$ cat config.mk
export PLATFORM = sky130hd
export DESIGN_NAME = cfg_t1t0_xlate
export DESIGN_NICKNAME = d
export VERILOG_FILES = /design/src/rtl/cfg_xlate_pkg.sv /design/src/rtl/cfg_claim_dec.sv /design/src/rtl/cfg_idsel_gen.sv /design/src/rtl/cfg_addr_rewrite.sv /design/src/rtl/cfg_t1t0_xlate.sv
export SDC_FILE = /design/constraint.sdc
export NUM_CORES = 1
export LEC_CHECK = 0
export ABC_AREA = 1
export BUFFER_PORTS_ARGS = -buffer_cell sky130_fd_sc_hd__buf_4
export CAP_MARGIN = 20
export CORE_UTILIZATION = 49
export CTS_BUF_LIST = sky130_fd_sc_hd__clkbuf_8
export DETAILED_ROUTE_END_ITERATION = 10
export PLACE_DENSITY = 0.82
export REMOVE_ABC_BUFFERS = 1
export SLEW_MARGIN = 5
export SYNTH_ARGS = -nofsm -noshare
export SYNTH_HDL_FRONTEND = slang
export SYNTH_HIERARCHICAL = 1
export SYNTH_SLANG_ARGS = --single-unit
$ cat constraint.sdc
create_clock -name clk_i -period 0.8 [get_ports clk_i]
set_input_delay 0.12 -clock clk_i [delete_from_list [all_inputs] [get_ports clk_i]]
set_output_delay 0.12 -clock clk_i [all_outputs]
set_load 0.02 [all_outputs]
$ cat src/rtl/cfg_xlate_pkg.sv
package cfg_xlate_pkg;
  localparam int unsigned ADDR_W    = 32;
  localparam int unsigned BUS_W     = 8;
  localparam int unsigned DEV_W     = 5;
  localparam int unsigned FUNC_W    = 3;
  localparam int unsigned REG_W     = 6;
  localparam int unsigned CMD_W     = 4;
  localparam int unsigned IDSEL_N   = 16;

  localparam logic [1:0]        TYPE1_CODE = 2'b01;
  localparam logic [CMD_W-1:0]  CMD_CFG_RD = 4'b1010;
  localparam logic [CMD_W-1:0]  CMD_CFG_WR = 4'b1011;
  localparam logic [DEV_W-1:0]  DEV_BCAST  = '1;
  localparam logic [FUNC_W-1:0] FUNC_SPEC  = '1;
  localparam logic [REG_W-1:0]  REG_SPEC   = '0;

  typedef struct packed {
    logic [BUS_W-1:0]  hi;
    logic [BUS_W-1:0]  bus;
    logic [DEV_W-1:0]  dev;
    logic [FUNC_W-1:0] func;
    logic [REG_W-1:0]  regn;
    logic [1:0]        typ;
  } cfg_addr_t;
endpackage

$ cat src/rtl/cfg_claim_dec.sv
module cfg_claim_dec
  import cfg_xlate_pkg::*;
(
  input  logic [1:0]        typ_i,
  input  logic [BUS_W-1:0]  bus_i,
  input  logic [BUS_W-1:0]  sec_bus_i,
  input  logic [CMD_W-1:0]  cmd_i,
  input  logic [DEV_W-1:0]  dev_i,
  input  logic [FUNC_W-1:0] func_i,
  input  logic [REG_W-1:0]  regn_i,
  output logic              claim_o,
  output logic              special_o
);
  logic is_cfg, is_wr, spec_tgt;

  assign is_cfg   = (cmd_i == CMD_CFG_RD) || (cmd_i == CMD_CFG_WR);
  assign is_wr    = (cmd_i == CMD_CFG_WR);
  assign claim_o  = (typ_i == TYPE1_CODE) && (bus_i == sec_bus_i) && is_cfg;
  // broadcast device, top function, register 0, write only
  assign spec_tgt = (dev_i == DEV_BCAST) && (func_i == FUNC_SPEC) && (regn_i == REG_SPEC);
  assign special_o = claim_o && is_wr && spec_tgt;
endmodule

$ cat src/rtl/cfg_idsel_gen.sv
module cfg_idsel_gen
  import cfg_xlate_pkg::*;
#(
  parameter int unsigned N = IDSEL_N
) (
  input  logic [DEV_W-1:0] dev_i,
  output logic [N-1:0]     idsel_o
);
  for (genvar i = 0; i < N; i++) begin : g_line
    assign idsel_o[i] = (dev_i == DEV_W'(i));
  end
endmodule

$ cat src/rtl/cfg_addr_rewrite.sv
module cfg_addr_rewrite
  import cfg_xlate_pkg::*;
(
  input  logic [IDSEL_N-1:0] idsel_i,
  input  logic [DEV_W-1:0]   dev_i,
  input  logic [FUNC_W-1:0]  func_i,
  input  logic [REG_W-1:0]   regn_i,
  input  logic               pcix_mode_i,
  output logic [ADDR_W-1:0]  addr_o
);
  logic [DEV_W-1:0] dev_out;

  assign dev_out = pcix_mode_i ? dev_i : '0;
  assign addr_o  = {idsel_i, dev_out, func_i, regn_i, 2'b00};
endmodule

$ cat src/rtl/cfg_t1t0_xlate.sv
module cfg_t1t0_xlate
  import cfg_xlate_pkg::*;
(
  input  logic              clk_i,
  input  logic              rst_ni,
  input  logic              in_valid_i,
  input  logic [ADDR_W-1:0] pri_addr_i,
  input  logic [CMD_W-1:0]  cmd_i,
  input  logic [BUS_W-1:0]  sec_bus_i,
  input  logic              pcix_mode_i,
  output logic              out_valid_o,
  output logic              claim_o,
  output logic [ADDR_W-1:0] sec_addr_o,
  output logic              special_o
);
  cfg_addr_t           pa;
  logic                claim_d, special_d;
  logic [IDSEL_N-1:0]  idsel;
  logic [ADDR_W-1:0]   addr_d;
  logic                unused_hi;

  assign pa        = cfg_addr_t'(pri_addr_i);
  assign unused_hi = ^pa.hi;

  cfg_claim_dec u_dec (
    .typ_i     (pa.typ),
    .bus_i     (pa.bus),
    .sec_bus_i (sec_bus_i),
    .cmd_i     (cmd_i),
    .dev_i     (pa.dev),
    .func_i    (pa.func),
    .regn_i    (pa.regn),
    .claim_o   (claim_d),
    .special_o (special_d)
  );

  cfg_idsel_gen #(.N(IDSEL_N)) u_idsel (
    .dev_i   (pa.dev),
    .idsel_o (idsel)
  );

  cfg_addr_rewrite u_rw (
    .idsel_i     (idsel),
    .dev_i       (pa.dev),
    .func_i      (pa.func),
    .regn_i      (pa.regn),
    .pcix_mode_i (pcix_mode_i),
    .addr_o      (addr_d)
  );

  always_ff @(posedge clk_i or negedge rst_ni) begin
    if (!rst_ni) begin
      out_valid_o <= 1'b0;
      claim_o     <= 1'b0;
      special_o   <= 1'b0;
      sec_addr_o  <= '0;
    end else begin
      out_valid_o <= in_valid_i;
      claim_o     <= in_valid_i && claim_d;
      special_o   <= in_valid_i && special_d;
      if (in_valid_i) sec_addr_o <= addr_d;
    end
  end
endmodule

* Yosys cells after proc, flatten, opt, wreduce, memory -nomap -nowiden
Index checks and enable logic that the tools add are counted.
Word-level totals: logic and storage cells 37, bits of input ports 48, output and inout port bits 35, register bits after elaboration 33
Operators by class: equal/unequal tests 21, multiplexer cells 1, reductions and logical operators 11
Operators with widths (count):
- $eq A5 B4 Y1 const B | 8
- $eq A5 B3 Y1 const B | 4
- $eq A5 B2 Y1 const B | 2
- $eq A4 B4 Y1 const B | 2
- $eq A8 B8 Y1 | 1
- $logic_and A1 B1 Y1 | 8
- $logic_not A6 Y1 | 1
- $eq A5 B1 Y1 const B | 1
- $eq A5 B5 Y1 const B | 1
- $logic_not A5 Y1 | 1
- $mux W5 | 1
- $eq A3 B3 Y1 const B | 1
- $eq A2 B1 Y1 const B | 1
- $logic_or A1 B1 Y1 | 1

* Longest topological paths before layout
Gate-level depths: netlist (run 1).
word-level depth 6, depth in mapped cells 8, gate-level depth less buffers 8

* Cells and area by module
Netlist (run 1), hierarchy kept.
Modules (own cells, without submodules):
- cfg_t1t0_xlate | area each 1331.3 um^2, cells an instance 143, seq. area each 875.8 um^2, instances 1
- cfg_addr_rewrite | area each 244.0 um^2, cells an instance 38, seq. area each 0.0 um^2, instances 1
- cfg_claim_dec | area each 242.7 um^2, cells an instance 60, seq. area each 0.0 um^2, instances 1
- cfg_idsel_gen | area each 137.6 um^2, cells an instance 35, seq. area each 0.0 um^2, instances 1

* Worst setup path after synthesis (run 1)
OpenSTA, ideal clock, no wires.
path type input to register, from input cmd_i[2], to register special_o, data arrival time 675 ps, path slack 63 ps, path buffers 0, stages on the path 6, path through nand3b_1 > nor2_1 > nand2_1 > nor3_2 > nand2_1 > inv_1
On the way: longest elaborated chain between the ends 6, elaborated cells between the ends (all ways) 7
RTL lines:
- start: declaration | line cfg_t1t0_xlate.sv:8 | input logic [CMD_W-1:0] cmd_i,
- $eq A4 B4 Y1 (on tied branches) | line cfg_claim_dec.sv:16, cfg_claim_dec.sv:17
- $logic_or A1 B1 Y1 | line cfg_claim_dec.sv:16 | assign is_cfg = (cmd_i == CMD_CFG_RD) || (cmd_i == CMD_CFG_WR);
- $logic_and A1 B1 Y1 | line cfg_claim_dec.sv:18 | assign claim_o = (typ_i == TYPE1_CODE) && (bus_i == sec_bus_i) && is_cfg;
- $logic_and A1 B1 Y1 (*) (2 in series) | line cfg_claim_dec.sv:21 | assign special_o = claim_o && is_wr && spec_tgt;
- named net special_d | line cfg_t1t0_xlate.sv:17 | logic claim_d, special_d;
- $logic_and A1 B1 Y1 (*) | line cfg_t1t0_xlate.sv:60 | special_o <= in_valid_i && special_d;
- end signal: assignment | line cfg_t1t0_xlate.sv:60
- end: declaration | line cfg_t1t0_xlate.sv:14 | output logic special_o
Mark *: on every way through the listed nets, which the timed path passes. The rest lies on a longest branch. A chain may end at the register's enable or synchronous reset.

* Final worst setup path (run 1)
from register sec_addr_o[7], to output sec_addr_o[7]
RTL lines:
- start: declaration | line cfg_t1t0_xlate.sv:13 | output logic [ADDR_W-1:0] sec_addr_o,
- start signal: assignment | line cfg_t1t0_xlate.sv:61 | if (in_valid_i) sec_addr_o <= addr_d;
No word-level cell between the ends.

==> results.py, run 1 <==
metrics = {
    "status": {
        "status": "finished, violations left",
        "violations": "setup timing",
    },
    "timing": {
        "fmax_ghz": 1.06,
        "finalClockSkew_ps": 0,
        "holdWs_ps": 43.0,
        "rsz0062_at_grt": "true",
        "slew_viol_final": 0,
        "timing.final.crit_share_pct": 118,
        "hold_violations": 0,
        "period_minus_slack_ps": 946,
        "setup_violations": 39,
        "layout_setup_ws_ps": -146,
    },
    "critical_path": {
        "crit_fanout": 2,
        "critPathBufInv": 1,
        "rrSetupSlack_ps": -50,
        "worstPathArrival_ps": 830,
        "crit_path_end_kind": "output port",
        "path_class": "register to output port",
        "slowest_stage": "dfrtp_1",
        "max_stage_delay_ps": 400,
        "rr_startpoint": "sec_addr_o[14]",
        "crit_path_start_kind": "register",
        "path_cells": "buf_6",
        "worstRegToRegCells": 4,
        "startpoint": "sec_addr_o[7]",
        "cpLargestDelayFamily": "flip-flops",
        "crit_required_ps": 680,
        "crit_cells": 1,
    },
    "synth": {
        "yosys.area.top_type_share_pct": 44.8,
        "synth_area_leaders": "dfrtp_1 (45%), nand2_1 (26%), buf_4 (12%)",
        "avgSynthCellArea_sq_um": 7.09,
        "synth-seq-cells": 35,
        "ys_warn_count": 6,
        "syn_inst": 276,
        "synth_top_area_cell": "dfrtp_1",
        "synth_area_sq_um": 1960,
        "ys_types": 14,
        "synth-seq-area-share_pct": 44.8,
    },
    "route": {
        "drt-initial-drc-count": 110,
        "drc_errors": 0,
        "avgRoutedWirePerCell_um": 10.1,
        "viasPerCell": 4.48,
        "finalWirelength_um": 4070,
        "ant_nets": 0,
        "dr.pass1.iters": 4,
        "vias": 1801,
    },
    "floorplanning": {
        "core_area_sq_um": 3740,
        "num_rows": 22,
        "ios": 83,
        "die_h_um": 65.2,
        "die_w_um": 65.2,
        "initial_core_util_pct": 52.2,
        "die_area_sq_um": 4250,
    },
    "clocking": {
        "ctsRootBufferMaster": "clkbuf_8",
        "cts.sinks": 35,
        "clockBufferDepth": 2,
        "cts_buffers": 5,
        "clkLatencyLatePin_ps": 280,
        "clk_pin_slew_ps": 70,
        "cts_max_level": 2,
        "cts_tree": "built",
    },
    "min_path": {
        "min_path_cells": 3,
        "min_from": "pri_addr_i[3]",
        "worstHoldPathType": "primary input to register",
    },
    "place": {
        "place_ws_ps": -112,
        "place_area_sq_um": 2370,
        "dpl.hpwl_um": 2860,
        "port_buffers": 74,
        "routabilityCongestion": 0.785,
    },
    "global_routing": {
        "grt_pass1_wl_um": 6800,
        "grt_max_degree": 36,
        "busiest_layer": "met2",
        "met3_usage_pct": 5.56,
        "overflow": 0,
        "gr-usage-met1_pct": 23.3,
        "grtUsageMet2_pct": 38.0,
        "grtUsageTotal_pct": 21.2,
        "grt_pass1_vias": 1686,
        "antenna_found_initial": 0,
    },
    "pwr": {
        "combPwrFrac_pct": 21.6,
        "power_mw": 4.18,
        "p_sw_share_pct": 25.9,
        "pwr-share-seq_pct": 46.0,
        "p_per_area_nw_per_um2": 1510,
        "clkPwrFrac_pct": 32.4,
        "intPower_mw": 3.10,
        "ir_drop_mv": 0.638,
        "p_leak_nw": 1.67,
        "p_switching_mw": 1.08,
    },
    "final_layout": {
        "drive_gt1_share_pct": 32.2,
        "nNetsFinal": 401,
        "area_growth_pct": 41.7,
        "diodes": 0,
        "layout_common_cells": "nand2_1 (131), buf_4 (66), dfrtp_1 (35), buf_6 (35), nor2_1 (33)",
        "nFillCells": 302,
        "final_common_cell": "nand2_1",
        "final_area_sq_um": 2770,
    },
    "run": {
        "drv_cap": 0,
    },
}
## worst paths after layout
check | to
min in group asynchronous | sec_addr_o[7]
worst min register to register | sec_addr_o[27]
worst max register to register | sec_addr_o[14]
worst max-delay path | sec_addr_o[7]
max in group asynchronous | sec_addr_o[23]
worst min-delay path | sec_addr_o[3]
## logic make-up (layout without fill, tap and decap cells)
group                  count (synthesis)  after routing  share of synthesized area (%)
AND/OR/NAND/NOR                      176            176                           35.0
buffers and inverters                 64            141                           20.0
flip-flops                            35             35                           44.8
other                                  1              2                          0.192
## sequential cells by signal (all words and copies together) (netlist names)
register,count
sec_addr_o,32
claim_o,1
out_valid_o,1
special_o,1
## synth_stat cells
cell and n:
nand2_1 133, dfrtp_1 35, nor2_1 33, buf_4 30
inv_1 29, nand3_1 5, buf_6 3, nand4_1 2
buf_8 1, conb_1 1, inv_6 1, nand3b_1 1
nor2_2 1, nor3_2 1
## power groups by stage
stage          sequential (mW)  combinational [mW]  clock, mW
6_report                  1.92               0.903       1.35
3_3_place_gp              1.93               0.751          0
3_5_place_dp              1.94               0.768          0
2_1_floorplan             2.05               0.197          0
5_1_grt                   1.93               0.989       1.48
4_1_cts                   1.92               0.863       1.39
## what timing repair did
item                                    4_1_cts  5_1_grt
hold buffers                                  1        0
pin swaps                                     0        0
hold endpoints to repair                     35        0
endpoints found under the setup margin       35       35
gates resized for setup                      35        2
buffers inserted                              9       12
## stage by stage
stage | util, % | std cells | setup TNS (ps)
global route | 74.0 | 402 | -5660
detailed placement | 63.2 | 372 | -289
CTS | 71.5 | 390 | -4580
floorplan | - | 243 | 0
finish | 74.0 | 402 | -4490
global placement | 63.2 | 372 | -189
## routing by layer
metal	vias up	wire, um
met4	0	54
met5	-	0
met3	4	239
met1	808	1730
li1	932	-
met2	57	2050
## final cells by class
class	count	area, sq um	area share, %
Timing Repair Buffer	103	920	33.2
Tap cell	48	60.1	2.17
Inverter	30	118	4.25
Clock buffer	7	96.3	3.48
Multi-Input combinational cell	178	697	25.2
Sequential cell	35	876	31.6
Clock inverter	1	3.75	0.136
No activity file was read; power rests on OpenSTA's default activity.
==> inputs of run 2 (changes only) <==
- ABC_AREA: 1 -> not set
- CORE_UTILIZATION: 49 -> 50
==> results.py, run 2 <==
metrics = {
    "status": {
        "status": "finished, violations left",
        "violations": "setup timing",
    },
    "final_layout": {
        "final_common_cell": "buf_6",
        "nNetsFinal": 278,
        "diodes": 0,
        "drive_gt1_share_pct": 65.8,
        "area_growth_pct": 43.1,
        "regMostFlops": "sec_addr_o",
        "largest_register_ffs": 32,
        "nFillCells": 217,
        "layout_common_cells": "buf_6 (53), buf_4 (48), dfrtp_1 (35)",
    },
    "route": {
        "dr.pass1.iters": 7,
        "finalWirelength_um": 4940,
        "avgRoutedWirePerCell_um": 17.7,
        "ant_nets": 0,
        "viasPerCell": 5.04,
        "drt-initial-drc-count": 37,
        "drc_errors": 0,
        "vias": 1405,
    },
    "clocking": {
        "ctsRootBufferMaster": "clkbuf_8",
        "clockBufferDepth": 2,
        "cts_tree": "built",
        "cts_buffers": 5,
        "clkLatencyLatePin_ps": 280,
        "cts.sinks": 35,
        "cts_max_level": 2,
        "clk_pin_slew_ps": 70,
    },
    "place": {
        "port_buffers": 74,
        "place_ws_ps": -914,
        "dpl.hpwl_um": 3270,
        "routabilityCongestion": 0.856,
    },
    "synth": {
        "ys_types": 26,
        "yosys.area.top_type_share_pct": 43.1,
        "synth_most_common_cell": "dfrtp_1",
        "synth_edf_count": 0,
        "synth_common_cells": "dfrtp_1 (35), mux2_4 (28), buf_4 (27), xnor2_1 (8), and2_1 (7)",
        "synth-seq-area-share_pct": 43.1,
        "syn_inst": 153,
        "avgSynthCellArea_sq_um": 13.3,
        "synth_area_leaders": "dfrtp_1 (43%), mux2_4 (21%), buf_4 (10%)",
        "ys_warn_count": 6,
        "synth-seq-cells": 35,
        "ys.flop_type": "dfrtp_1",
        "async_reset_ff_share_pct": 100,
        "synth_area_sq_um": 2030,
        "synth_top_area_cell": "dfrtp_1",
    },
    "timing": {
        "timing.final.crit_share_pct": 159,
        "setup_violations": 57,
        "slew_viol_final": 0,
        "hold_violations": 0,
        "layout_setup_ws_ps": -476,
        "rsz0062_at_grt": "true",
        "holdWs_ps": 68.1,
        "period_minus_slack_ps": 1280,
        "finalClockSkew_ps": 0,
        "fmax_ghz": 0.784,
    },
    "pwr": {
        "p_per_area_nw_per_um2": 1470,
        "p_leak_nw": 1.46,
        "ir_drop_mv": 1.26,
    },
    "floorplanning": {
        "initial_core_util_pct": 53.9,
        "die_h_um": 65.8,
        "die_area_sq_um": 4330,
        "ios": 83,
        "die_w_um": 65.8,
        "num_rows": 22,
        "core_area_sq_um": 3770,
    },
    "global_routing": {
        "gr-usage-met1_pct": 28.1,
        "grt_pass1_vias": 1594,
        "overflow": 0,
        "met3_usage_pct": 8.97,
        "antenna_found_initial": 0,
        "busiest_layer": "met2",
        "grt_max_degree": 36,
        "grt_pass1_wl_um": 7910,
        "grtUsageMet2_pct": 43.9,
        "grtUsageTotal_pct": 25.2,
    },
    "critical_path": {
        "path_cells": "buf_6, or4b_4, or4_4, nor4_2, and2_1",
        "crit_path_end_kind": "register",
        "crit_fanout": 2,
        "worstPathArrival_ps": 1500,
        "crit_required_ps": 1030,
        "cpLargestDelayFamily": "simple AND/OR/NAND/NOR gates",
        "path_class": "primary input to register",
        "critPathBufInv": 1,
        "slowest_stage": "or4b_4",
        "crit_path_start_kind": "primary input",
        "max_stage_delay_ps": 540,
    },
    "run": {
        "drv_cap": 0,
    },
    "min_path": {
        "worstHoldPathType": "primary input to register",
    },
}
-- run 2: area by class of cell --
cell class / instances / area [sq um] / area share (%)
sequential: 35 / 876 / 30.1
tap: 48 / 60.1 / 2.06
clock buffer: 5 / 68.8 / 2.36
timing repair buffer: 104 / 1010 / 34.6
multi-input combinational: 84 / 886 / 30.4
clock inverter: 3 / 12.5 / 0.430
-- run 2: repair_timing --
action / 4_1_cts / 5_1_grt
endpoints found under the hold margin: 35 / 0
hold buffers: 1 / 0
endpoints found under the setup margin: 36 / 59
gates resized for setup: 39 / 17
buffers inserted: 18 / 2
cloned: 0 / 0
pin swaps: 4 / 2
-- run 2: power by group --
group	switching [mW]	internal (mW)	leakage (nW)	total, mW
registers	0.0874	1.87	0.454	1.96
clock network	0.624	0.585	0.0505	1.21
logic	0.452	0.655	0.956	1.11
total	1.16	3.11	1.46	4.27
-- run 2: cell families after synthesis --
kind of cell | share of synthesized area (%)
XOR/XNOR | 3.45
buffers and inverters | 14.2
flip-flops | 43.1
multiplexers | 22.9
other | 0.184
AND/OR/NAND/NOR | 16.2
-- run 2: worst paths after layout --
kind                                     start             end  slack, ps  cells past startpoint
worst min register to register   sec_addr_o[9]   sec_addr_o[9]        540                      1
min in group asynchronous               rst_ni   sec_addr_o[8]        320                      2
worst min-delay path             pri_addr_i[4]   sec_addr_o[4]         70                      2
worst max-delay path             pri_addr_i[5]       special_o       -480                      5
max in group asynchronous               rst_ni  sec_addr_o[28]        160                      2
worst max register to register  sec_addr_o[22]  sec_addr_o[22]       -130                      2
-- run 2: metrics by stage --
step / TNS, ps / power, mW / instances / util, % / area (sq um)
CTS: -7410 / 4.23 / 277 / 75.0 / 2830
detailed placement: -5980 / 2.88 / 250 / 65.1 / 2460
global route: -8940 / 4.43 / 279 / 77.2 / 2910
floorplan: -1690 / 2.34 / 119 / - / 1750
finish: -7480 / 4.27 / 279 / 77.2 / 2910
global placement: -5120 / 2.85 / 250 / 65.1 / 2460
-- run 2: per-layer routing --
layer	wire, um	part of all wire [%]
met5	0	0
met1	1920	39
met3	289	5.9
met2	2620	53
met4	111	2.2
-- run 2: worst register-to-register path, stage by stage (launching register included) --
cell and delay [ps]:
dfrtp_1 420, buf_6 130, mux2_4 270
